File: src/rtl/uart_regif_pkg.sv
package uart_regif_pkg;

  localparam int REG_W   = 8;
  localparam int REG_CNT = 8;
  localparam int IDX_W   = $clog2(REG_CNT);

  // register index = byte offset / 4
  typedef enum logic [IDX_W-1:0] {
    RG_DATA  = 3'd0,
    RG_IEN   = 3'd1,
    RG_IID   = 3'd2,
    RG_LCTL  = 3'd3,
    RG_MCTL  = 3'd4,
    RG_LSTAT = 3'd5,
    RG_MSTAT = 3'd6,
    RG_DIV   = 3'd7
  } reg_idx_e;

  localparam int IEN_RX_BIT  = 0;
  localparam int IEN_TX_BIT  = 1;
  localparam int LS_DR_BIT   = 0;
  localparam int LS_THRE_BIT = 5;
  localparam int IID_TX_BIT  = 1;

  localparam logic [REG_W-1:0] IID_TX_CODE = 8'h02;
  localparam logic [REG_W-1:0] IID_RX_CODE = 8'h04;
  localparam logic [REG_W-1:0] LS_RESET    = 8'h20;

  // word-length select -> character mask (5..8 bits)
  function automatic logic [REG_W-1:0] wls_mask(input logic [1:0] wls);
    return 8'hFF >> (2'd3 - wls);
  endfunction

endpackage

File: src/rtl/uart_regif_decode.sv
module uart_regif_decode
  import uart_regif_pkg::*;
#(
  parameter int ADDR_W = 8
) (
  input  logic [ADDR_W-1:0]  addr,
  output logic               hit,
  output logic [REG_CNT-1:0] sel_oh
);
  localparam int WIDX_W = ADDR_W - 2;

  logic              aligned;
  logic [WIDX_W-1:0] word_idx;

  assign aligned  = (addr[1:0] == 2'b00);
  assign word_idx = addr[ADDR_W-1:2];
  assign hit      = aligned && (word_idx < WIDX_W'(REG_CNT));

  for (genvar i = 0; i < REG_CNT; i++) begin : g_sel
    assign sel_oh[i] = hit && (word_idx == WIDX_W'(i));
  end

endmodule

File: src/rtl/uart_regif_tx.sv
module uart_regif_tx
  import uart_regif_pkg::*;
(
  input  logic             clk,
  input  logic             rst_n,
  input  logic             load,
  input  logic [REG_W-1:0] load_char,
  input  logic [1:0]       wls,
  output logic             pending,
  output logic             done,
  output logic             tx_valid,
  output logic [REG_W-1:0] tx_data,
  input  logic             tx_ready
);
  logic             pend_q;
  logic [REG_W-1:0] char_q;

  assign pending  = pend_q;
  assign tx_valid = pend_q;
  assign tx_data  = char_q;
  assign done     = pend_q && tx_ready;

  always_ff @(posedge clk) begin
    if (!rst_n) begin
      pend_q <= 1'b0;
      char_q <= '0;
    end else if (load && !pend_q) begin
      pend_q <= 1'b1;
      char_q <= load_char & wls_mask(wls);
    end else if (done) begin
      pend_q <= 1'b0;
    end
  end

endmodule

File: src/rtl/uart_regif_rx.sv
module uart_regif_rx
  import uart_regif_pkg::*;
(
  input  logic             clk,
  input  logic             rst_n,
  input  logic             slot_full,
  input  logic             rx_valid,
  input  logic [REG_W-1:0] rx_data,
  output logic             rx_ready,
  output logic             accept,
  output logic [REG_W-1:0] held_char
);
  logic [REG_W-1:0] char_q;

  assign rx_ready  = !slot_full;
  assign accept    = rx_valid && !slot_full;
  assign held_char = char_q;

  always_ff @(posedge clk) begin
    if (!rst_n)      char_q <= '0;
    else if (accept) char_q <= rx_data;
  end

endmodule

File: src/rtl/uart_regif.sv
module uart_regif
  import uart_regif_pkg::*;
#(
  parameter int ADDR_W = 8,
  parameter int BUS_W  = 32
) (
  input  logic              clk,
  input  logic              rst_n,
  input  logic              bus_sel,
  input  logic              bus_we,
  input  logic [ADDR_W-1:0] bus_addr,
  input  logic [BUS_W-1:0]  bus_wdata,
  output logic [BUS_W-1:0]  bus_rdata,
  output logic              bus_ack,
  output logic              bus_err,
  output logic              irq,
  output logic              tx_valid,
  output logic [7:0]        tx_data,
  input  logic              tx_ready,
  input  logic              rx_valid,
  input  logic [7:0]        rx_data,
  output logic              rx_ready
);
  logic               hit;
  logic [REG_CNT-1:0] sel_oh, wr_oh, rd_oh;
  logic [REG_W-1:0]   wbyte, rmux, rbr_char;
  logic               tx_pend, tx_done, rx_acc;
  logic               unused_wdata_hi;

  logic [REG_W-1:0] ier_q, iid_q, lctl_q, mctl_q, lsr_q, msr_q, div_q;
  logic             irq_q;

  assign wbyte           = bus_wdata[REG_W-1:0];
  assign unused_wdata_hi = ^bus_wdata[BUS_W-1:REG_W];
  assign wr_oh           = sel_oh & {REG_CNT{bus_sel &&  bus_we}};
  assign rd_oh           = sel_oh & {REG_CNT{bus_sel && !bus_we}};

  uart_regif_decode #(.ADDR_W(ADDR_W)) u_dec (
    .addr   (bus_addr),
    .hit    (hit),
    .sel_oh (sel_oh)
  );

  uart_regif_tx u_tx (
    .clk       (clk),
    .rst_n     (rst_n),
    .load      (wr_oh[RG_DATA]),
    .load_char (wbyte),
    .wls       (lctl_q[1:0]),
    .pending   (tx_pend),
    .done      (tx_done),
    .tx_valid  (tx_valid),
    .tx_data   (tx_data),
    .tx_ready  (tx_ready)
  );

  uart_regif_rx u_rx (
    .clk       (clk),
    .rst_n     (rst_n),
    .slot_full (lsr_q[LS_DR_BIT]),
    .rx_valid  (rx_valid),
    .rx_data   (rx_data),
    .rx_ready  (rx_ready),
    .accept    (rx_acc),
    .held_char (rbr_char)
  );

  // register state; stream events are applied after bus writes and win
  always_ff @(posedge clk) begin
    if (!rst_n) begin
      ier_q  <= '0;
      iid_q  <= '0;
      lctl_q <= '0;
      mctl_q <= '0;
      lsr_q  <= LS_RESET;
      msr_q  <= '0;
      div_q  <= '0;
      irq_q  <= 1'b0;
    end else begin
      if (wr_oh[RG_DATA] && !tx_pend) begin
        lsr_q[LS_THRE_BIT] <= 1'b0;
        iid_q[IID_TX_BIT]  <= 1'b0;
      end
      if (wr_oh[RG_IEN]) begin
        ier_q <= wbyte;
        if (wbyte[IEN_TX_BIT] && lsr_q[LS_THRE_BIT]) begin
          iid_q[IID_TX_BIT] <= 1'b1;
          irq_q             <= 1'b1;
        end else if (!wbyte[IEN_TX_BIT]) begin
          irq_q <= 1'b0;
        end
      end
      if (wr_oh[RG_IID])   iid_q  <= wbyte;
      if (wr_oh[RG_LCTL])  lctl_q <= wbyte;
      if (wr_oh[RG_MCTL])  mctl_q <= wbyte;
      if (wr_oh[RG_LSTAT]) lsr_q  <= wbyte;
      if (wr_oh[RG_MSTAT]) msr_q  <= wbyte;
      if (wr_oh[RG_DIV])   div_q  <= wbyte;
      if (rd_oh[RG_DATA])  lsr_q[LS_DR_BIT] <= 1'b0;
      if (tx_done) begin
        iid_q              <= IID_TX_CODE;
        lsr_q[LS_THRE_BIT] <= 1'b1;
        if (ier_q[IEN_TX_BIT]) irq_q <= 1'b1;
      end
      if (rx_acc) begin
        iid_q            <= IID_RX_CODE;
        lsr_q[LS_DR_BIT] <= 1'b1;
        if (ier_q[IEN_RX_BIT]) irq_q <= 1'b1;
      end
    end
  end

  always_comb begin
    rmux = '0;
    unique case (1'b1)
      sel_oh[RG_DATA]:  rmux = rbr_char;
      sel_oh[RG_IEN]:   rmux = ier_q;
      sel_oh[RG_IID]:   rmux = iid_q;
      sel_oh[RG_LCTL]:  rmux = lctl_q;
      sel_oh[RG_MCTL]:  rmux = mctl_q;
      sel_oh[RG_LSTAT]: rmux = lsr_q;
      sel_oh[RG_MSTAT]: rmux = msr_q;
      sel_oh[RG_DIV]:   rmux = div_q;
      default:          rmux = '0;
    endcase
  end

  always_ff @(posedge clk) begin
    if (!rst_n) begin
      bus_rdata <= '0;
      bus_ack   <= 1'b0;
      bus_err   <= 1'b0;
    end else begin
      bus_ack <= bus_sel;
      bus_err <= bus_sel && !hit;
      if (bus_sel && !bus_we) bus_rdata <= {{(BUS_W-REG_W){1'b0}}, rmux};
    end
  end

  assign irq = irq_q;

endmodule

File: config.mk
export PLATFORM = sky130hd
export DESIGN_NAME = uart_regif
export DESIGN_NICKNAME = d
export VERILOG_FILES = /design/src/rtl/uart_regif_pkg.sv /design/src/rtl/uart_regif_decode.sv /design/src/rtl/uart_regif_tx.sv /design/src/rtl/uart_regif_rx.sv /design/src/rtl/uart_regif.sv
export SDC_FILE = /design/constraint.sdc
export NUM_CORES = 1
export LEC_CHECK = 0
export CAP_MARGIN = 0
export CELL_PAD_IN_SITES_DETAIL_PLACEMENT = 2
export CELL_PAD_IN_SITES_GLOBAL_PLACEMENT = 2
export CORE_AREA = 5 5 170 107
export CTS_BUF_LIST = sky130_fd_sc_hd__clkbuf_4 sky130_fd_sc_hd__clkbuf_8
export CTS_CLUSTER_DIAMETER = 120
export DETAILED_ROUTE_END_ITERATION = 8
export DIE_AREA = 0 0 175 112
export DONT_BUFFER_PORTS = 1
export PLACE_DENSITY = 0.57
export SLEW_MARGIN = 20
export SYNTH_ARGS = -nofsm -noshare
export SYNTH_HDL_FRONTEND = slang
export SYNTH_SLANG_ARGS = --single-unit
File: constraint.sdc
create_clock -name clk -period 1.9 [get_ports clk]
set_input_delay 0.19 -clock clk [delete_from_list [all_inputs] [get_ports clk]]
set_output_delay 0.19 -clock clk [all_outputs]
set_load 0.02 [all_outputs]
==> flow_summary_export.csv, run 1 <==
group,metric,value,unit
clocking,cts_setup_buffers,0,
global_routing,grt_usage,14.6,%
pwr,total_leakage_power,1.65,nW
floorplan,die_area,19600,µm²
layout,final_cells,674,
worst_setup_path,critPathCaptureType,"flip-flop",
layout,layout.nets,509,
layout,final_util,28.1,%
timing,fin_hold_ws,0.0162,ns
yosys,synthFlopType,"dfxtp_1",
floorplan,initial_core_util,24.3,%
floorplan,core-area,16600,µm²
yosys,synthTopCellsByCount,"dfxtp_1, nand2_1, clkbuf_1",
yosys,yosysTopAreaCell,"dfxtp_1",
drt,drtIter0Drc,143,
timing,max_freq,643,MHz
clocking,h-tree-depth,3,
layout,num-fill-cells,1857,
yosys,async_flop_share,0,%
worst_setup_path,crit_type,"in2reg",
timing,setup_viol,0,
drt,first_pass_iters,7,
placement,routabilityCongestion,0.755,
global_routing,grt_pass1_vias,3560,
yosys,synth_area_leaders,"dfxtp_1, nand2_1, mux2i_1",
timing,hold_violations,0,
clocking,clock_path_buffers,2,
yosys,yosysWarnings,0,
yosys,ys_ff_latch,84,
global_routing,antenna_found_initial,1,
status,status,"finished clean",
clocking,cts-root-buf,"clkbuf_8",
run,cap_violations,0,
timing,drv_slew,0,
timing,tns,0,ns
layout,drive_above_1_share,12.4,%
timing,fin_ws,0.344,ns
drt,route.detailed.drc,0,
worst_setup_path,worstPathArrival,1.80,ns
yosys,yosysUniqueCellTypes,52,
yosys,synth_edf_count,0,
floorplan,die_y,112,µm
timing,post-route-period-util,81.9,%
clocking,clk_pin_slew,0.09,ns
pwr,ir_worst_vdd,341,µV
yosys,seq_area_frac_synth,41.7,%
floorplan,die_w,175,µm
floorplan,io_pins,99,
timing,worst_pin_slew,0.713,ns
drt,ant_nets,0,
drt,drt-total-wl,14100,µm
clocking,clkLatencyLatePin,0.37,ns
clocking,cts_tree,"yes",
timing,fin_worst_skew,0.0174,ns
min_path,worstHoldPathCells,2,
timing,rsz0062_at_grt,"false",
placement,place_area,4220,µm²
global_routing,grt_first_pass_wirelength,21900,µm
yosys,synth_cells,444,
layout,diodes,0,
yosys,yosysMostFrequentCell,"dfxtp_1",
yosys,netlist.area_leader.share,41.7,%
timing,finalCriticalPeriod,1.56,ns
layout,final_area,4660,µm²
pwr,p_per_area,747,nW/µm²
layout,area_delta_synth_final,15.5,%
clocking,ctsResizeCount,0,
placement,pre_cts_ws,-0.0583,ns
global_routing,grt_remaining_overflow,0,
pwr,p_total,3.48,mW
placement,dpl.hpwl,9800,µm
worst_setup_path,cp.required,2.15,ns
worst_setup_path,worstRegToRegCells,4,
floorplan,std_cell_rows,37,
min_path,hold_class,"in2reg",
clocking,cts.sinks,84,
worst_setup_path,crit_fanout,9,
clocking,cts_buffers,9,
drt,drt-wirelength-per-cell,20.9,µm
yosys,syn_area,4030,µm²
placement,portBuffers,0,
drt,num_vias,3283,
global_routing,grt_max_degree,82,
worst_setup_path,cp-start-kind,"primary input",
placement,dp_cells,637,
drt,viasPerCell,4.87,
timing,slew_headroom,52.4,%
yosys,avgSynthCellArea,9.09,µm²
[kinds of logic (layout without fill, tap and decap cells)]
logic type / count (synthesis) / in the layout / synth area share [%]
mux: 39 / 39 / 12.5
buf+inv: 68 / 61 / 9.27
compound gates: 87 / 87 / 15.6
flops: 84 / 84 / 41.7
other cells: 1 / 24 / 0.0930
simple gates: 165 / 165 / 20.9
[metal layers]
| metal | up-vias | GRT usage (%) | part of all wire (%) |
|---|---|---|---|
| met1 | 1671 | 21.2 | 49 |
| met2 | 79 | 21.9 | 43 |
| met3 | 4 | 4.21 | 8.0 |
| met4 | 0 | 2.51 | 0.24 |
| met5 | - | 0 | 0 |
| li1 | 1529 | - | - |
[cells in the final DEF (no fill, tap or decap), types with 3 or more instances in the layout]
cell type      synthesis  layout
dfxtp_1               84      84
dlygate4sd3_1          0      20
a22oi_1                6       6
nand2b_1               5       5
mux2i_1               30      30
nor2_1                11      11
nand4_1                3       3
inv_6                  0       4
conb_1                 1      24
mux4_2                 9       9
o2bb2ai_1              6       6
a32oi_1                6       6
o21ai_0               16      16
clkbuf_8               0       9
a21boi_0              30      30
o21ai_1                6       6
buf_12                 0       3
or4_1                  3       3
nand3_1               19      19
nor2b_1               20      20
buf_4                 24      18
nand2_1               82      82
nor3_1                 4       4
or3_1                  3       3
[registers in the layout, indices dropped and copies added (netlist names), 8 cells and up]
name	flops
u_rx.held_char	8
bus_rdata	8
msr_q	8
mctl_q	8
div_q	8
lctl_q	8
ier_q	8
iid_q	8
lsr_q	8
u_tx.tx_data	8
[area by class of cell]
type / instances / area, µm² / area share [%]
Clock buffer: 9 / 124 / 2.66
Clock inverter: 7 / 87.6 / 1.88
Inverter: 3 / 11.3 / 0.242
Multi-Input combinational cell: 315 / 2060 / 44.3
Sequential cell: 84 / 1680 / 36.1
Tap cell: 214 / 268 / 5.75
Timing Repair Buffer: 42 / 423 / 9.08
[critical path, stage by stage]
cell and delay, ns:
or4_4 0.59, buf_4 0.22, or3_1 0.45, buf_4 0.20, nand2_1 0.07, a21boi_0 0.08
[report_power, final]
group	internal, mW	switching [mW]
logic	0.104	0.176
registers	1.78	0.0137
clock network	0.646	0.764
total	2.53	0.954
[path summary, 6_finish.rpt]
| path | slack [ns] | end | startpoint |
|---|---|---|---|
| worst max-delay path | 0.34 | lsr_q[1] | bus_addr[7] |
| worst min-delay path | 0.02 | bus_ack | bus_sel |
| worst max register to register | 0.40 | lsr_q[5] | u_tx.pending |
| worst min register to register | 0.46 | mctl_q[7] | mctl_q[7] |
[repair_timing]
action | in CTS | in global routing
endpoints found under the setup margin | 0 | 0
hold buffers | 21 | 0
hold endpoints to repair | 81 | 0
(Power assumes the default switching activity.)
==> inputs of run 2 (changes only) <==
--- a/config.mk
+++ b/config.mk
@@ -14,7 +14,7 @@
 export DETAILED_ROUTE_END_ITERATION = 8
 export DIE_AREA = 0 0 175 112
 export DONT_BUFFER_PORTS = 1
-export PLACE_DENSITY = 0.57
+export PLACE_DENSITY = 0.55
 export SLEW_MARGIN = 20
 export SYNTH_ARGS = -nofsm -noshare
 export SYNTH_HDL_FRONTEND = slang
==> constraint.sdc (replaced) <==
create_clock -name clk -period 1.5 [get_ports clk]
set_input_delay 0.15 -clock clk [delete_from_list [all_inputs] [get_ports clk]]
set_output_delay 0.15 -clock clk [all_outputs]
set_load 0.02 [all_outputs]
==> flow_summary_export.csv, run 2 (synthesis results as in run 1) <==
group,metric,value,unit
drt,ant_nets,0,
drt,drtIter0Drc,196,
timing,drv_slew,0,
floorplan,std_cell_rows,37,
pwr,cellInternalPower,3.02,mW
placement,pre_cts_ws,-0.424,ns
worst_setup_path,crit_chain,"or4_4, or4b_4, buf_12, mux2i_1, nor2b_1",
timing,fin_hold_ws,-0.104,ns
worst_setup_path,crit_fanout,9,
drt,route.detailed.drc,0,
global_routing,grt_remaining_overflow,0,
pwr,p_switching,1.17,mW
clocking,clkLatencyLatePin,0.38,ns
status,status,"complete, but fails checks",
layout,area_delta_synth_final,19.3,%
run,cap_violations,0,
layout,final_common_cell,"dfxtp_1",
min_path,hold_class,"in2reg",
global_routing,grt_first_pass_wirelength,22200,µm
global_routing,grt_pass1_vias,3564,
placement,routabilityCongestion,0.731,
worst_setup_path,critPathCaptureType,"flip-flop",
pwr,p_per_area,871,nW/µm²
global_routing,grt_max_degree,91,
clocking,cts_tree,"yes",
drt,drt-wirelength-per-cell,21.3,µm
timing,fin_worst_skew,0.0135,ns
placement,portBuffers,0,
layout,num-fill-cells,1853,
worst_setup_path,cpPeakStageDelay,0.60,ns
timing,setup_viol,0,
layout,drive_above_1_share,14.9,%
pwr,ir_worst_vdd,329,µV
timing,worst_pin_slew,0.594,ns
drt,first_pass_iters,4,
drt,drt-total-wl,14600,µm
timing,post-route-period-util,99.4,%
pwr,p_clk_share,37.6,%
floorplan,initial_core_util,24.3,%
worst_setup_path,worstPathArrival,1.75,ns
status,violations,"hold timing",
clocking,cts-root-buf,"clkbuf_8",
floorplan,die_w,175,µm
worst_setup_path,crit_type,"in2reg",
timing,max_freq,671,MHz
placement,dp_cells,639,
global_routing,antenna_found_initial,0,
drt,num_vias,3309,
layout,final_cells,684,
pwr,pwr-share-seq,54.1,%
worst_setup_path,cp.buffers_inverters,1,
worst_setup_path,cp.required,1.76,ns
worst_setup_path,cp-start-kind,"primary input",
floorplan,die_area,19600,µm²
layout,layout.nets,520,
worst_setup_path,crit_family,"simple AND/OR/NAND/NOR gates",
layout,diodes,0,
timing,hold_violations,61,
timing,finalCriticalPeriod,1.49,ns
pwr,swShare,28.0,%
clocking,cts_buffers,9,
placement,dpl.hpwl,10400,µm
clocking,cts.sinks,84,
timing,slew_headroom,60.3,%
clocking,clock_path_buffers,2,
worst_setup_path,cp_slowest_cell,"or4_4",
drt,viasPerCell,4.84,
pwr,p_comb_share,8.3,%
floorplan,die_y,112,µm
timing,fin_ws,0.00935,ns
pwr,total_leakage_power,1.71,nW
global_routing,grt_usage,15.1,%
floorplan,core-area,16600,µm²
clocking,clk_pin_slew,0.09,ns
timing,rsz0062_at_grt,"false",
floorplan,io_pins,99,
layout,final_cell_mix,"dfxtp_1, nand2_1, mux2i_1, dlygate4sd3_1, conb_1",
clocking,h-tree-depth,3,
-- run 2: cell count changes in the layout (fill, tap and decap cells not counted), moves of 2 or more --
| cell | delta |
|---|---|
| dlygate4sd3_1 | +8 |
| nand3_1 | -5 |
| buf_4 | +2 |
| or3_4 | +2 |
| nor3_2 | +2 |
| nor3_1 | -3 |
| a21boi_1 | +21 |
| o21ai_0 | -8 |
| a31o_2 | -2 |
| o21ai_1 | +8 |
| a31o_4 | +2 |
| or3_1 | -2 |
| a21boi_0 | -21 |
| nand3_2 | +5 |
-- run 2: layout make-up --
type	instances	area [µm²]	area share [%]
clock buffers	9	124	2.57
clock inverters	6	53.8	1.12
inverters	3	11.3	0.234
multi-input cells	315	2150	44.7
flip-flops and latches	84	1680	35.0
well taps	214	268	5.56
repair buffers	53	523	10.9
-- run 2: power by group through the flow --
| stage | clock network [mW] | logic, mW | registers (mW) |
|---|---|---|---|
| after floorplan | 0 | 0.326 | 2.31 |
| after global placement | 0 | 0.245 | 2.32 |
| after detailed placement | 0 | 0.251 | 2.32 |
| after CTS | 1.66 | 0.347 | 2.27 |
| after global routing | 1.77 | 0.372 | 2.27 |
| final | 1.58 | 0.347 | 2.27 |
-- run 2: metrics by stage --
| stage | utilization (%) | total power, mW | area (µm²) | hold WS [ns] | setup TNS, ns |
|---|---|---|---|---|---|
| after detailed placement | 26.1 | 2.57 | 4320 | 0.251 | -20.01 |
| after global routing | 29.0 | 4.41 | 4810 | -0.161 | 0 |
| after global placement | 26.1 | 2.57 | 4320 | 0.245 | -17.51 |
| final | 29.0 | 4.19 | 4810 | -0.104 | 0 |
| after floorplan | - | 2.64 | 4270 | 0.295 | -12.44 |
| after CTS | 28.9 | 4.28 | 4790 | -0.155 | 0 |
-- run 2: path summary, 6_finish.rpt --
kind	startpoint	end	slack [ns]	cells after the start
max	bus_addr[7]	ier_q[6]	0.009	5
min	rst_n	lsr_q[5]	-0.10	1
max reg2reg	msr_q[2]	bus_rdata[2]	0.04	3
min reg2reg	div_q[5]	div_q[5]	0.47	2
-- run 2: what timing repair did --
item / in CTS / in global routing
endpoints found under the hold margin: 83 / 68
pin swaps: 2 / 2
endpoints found under the setup margin: 2 / 4
gates resized for setup: 2 / 2
buffers inserted: 1 / 0
hold buffers: 27 / 2
-- run 2: routing by layer --
metal | track usage, % | wire [µm] | up-vias | part of all wire, %
li1 | - | - | 1551 | -
met1 | 22.1 | 7350 | 1680 | 50
met2 | 21.6 | 6120 | 73 | 42
met3 | 5.19 | 1040 | 5 | 7.1
met4 | 2.51 | 56 | 0 | 0.38
met5 | 0 | 0 | - | 0
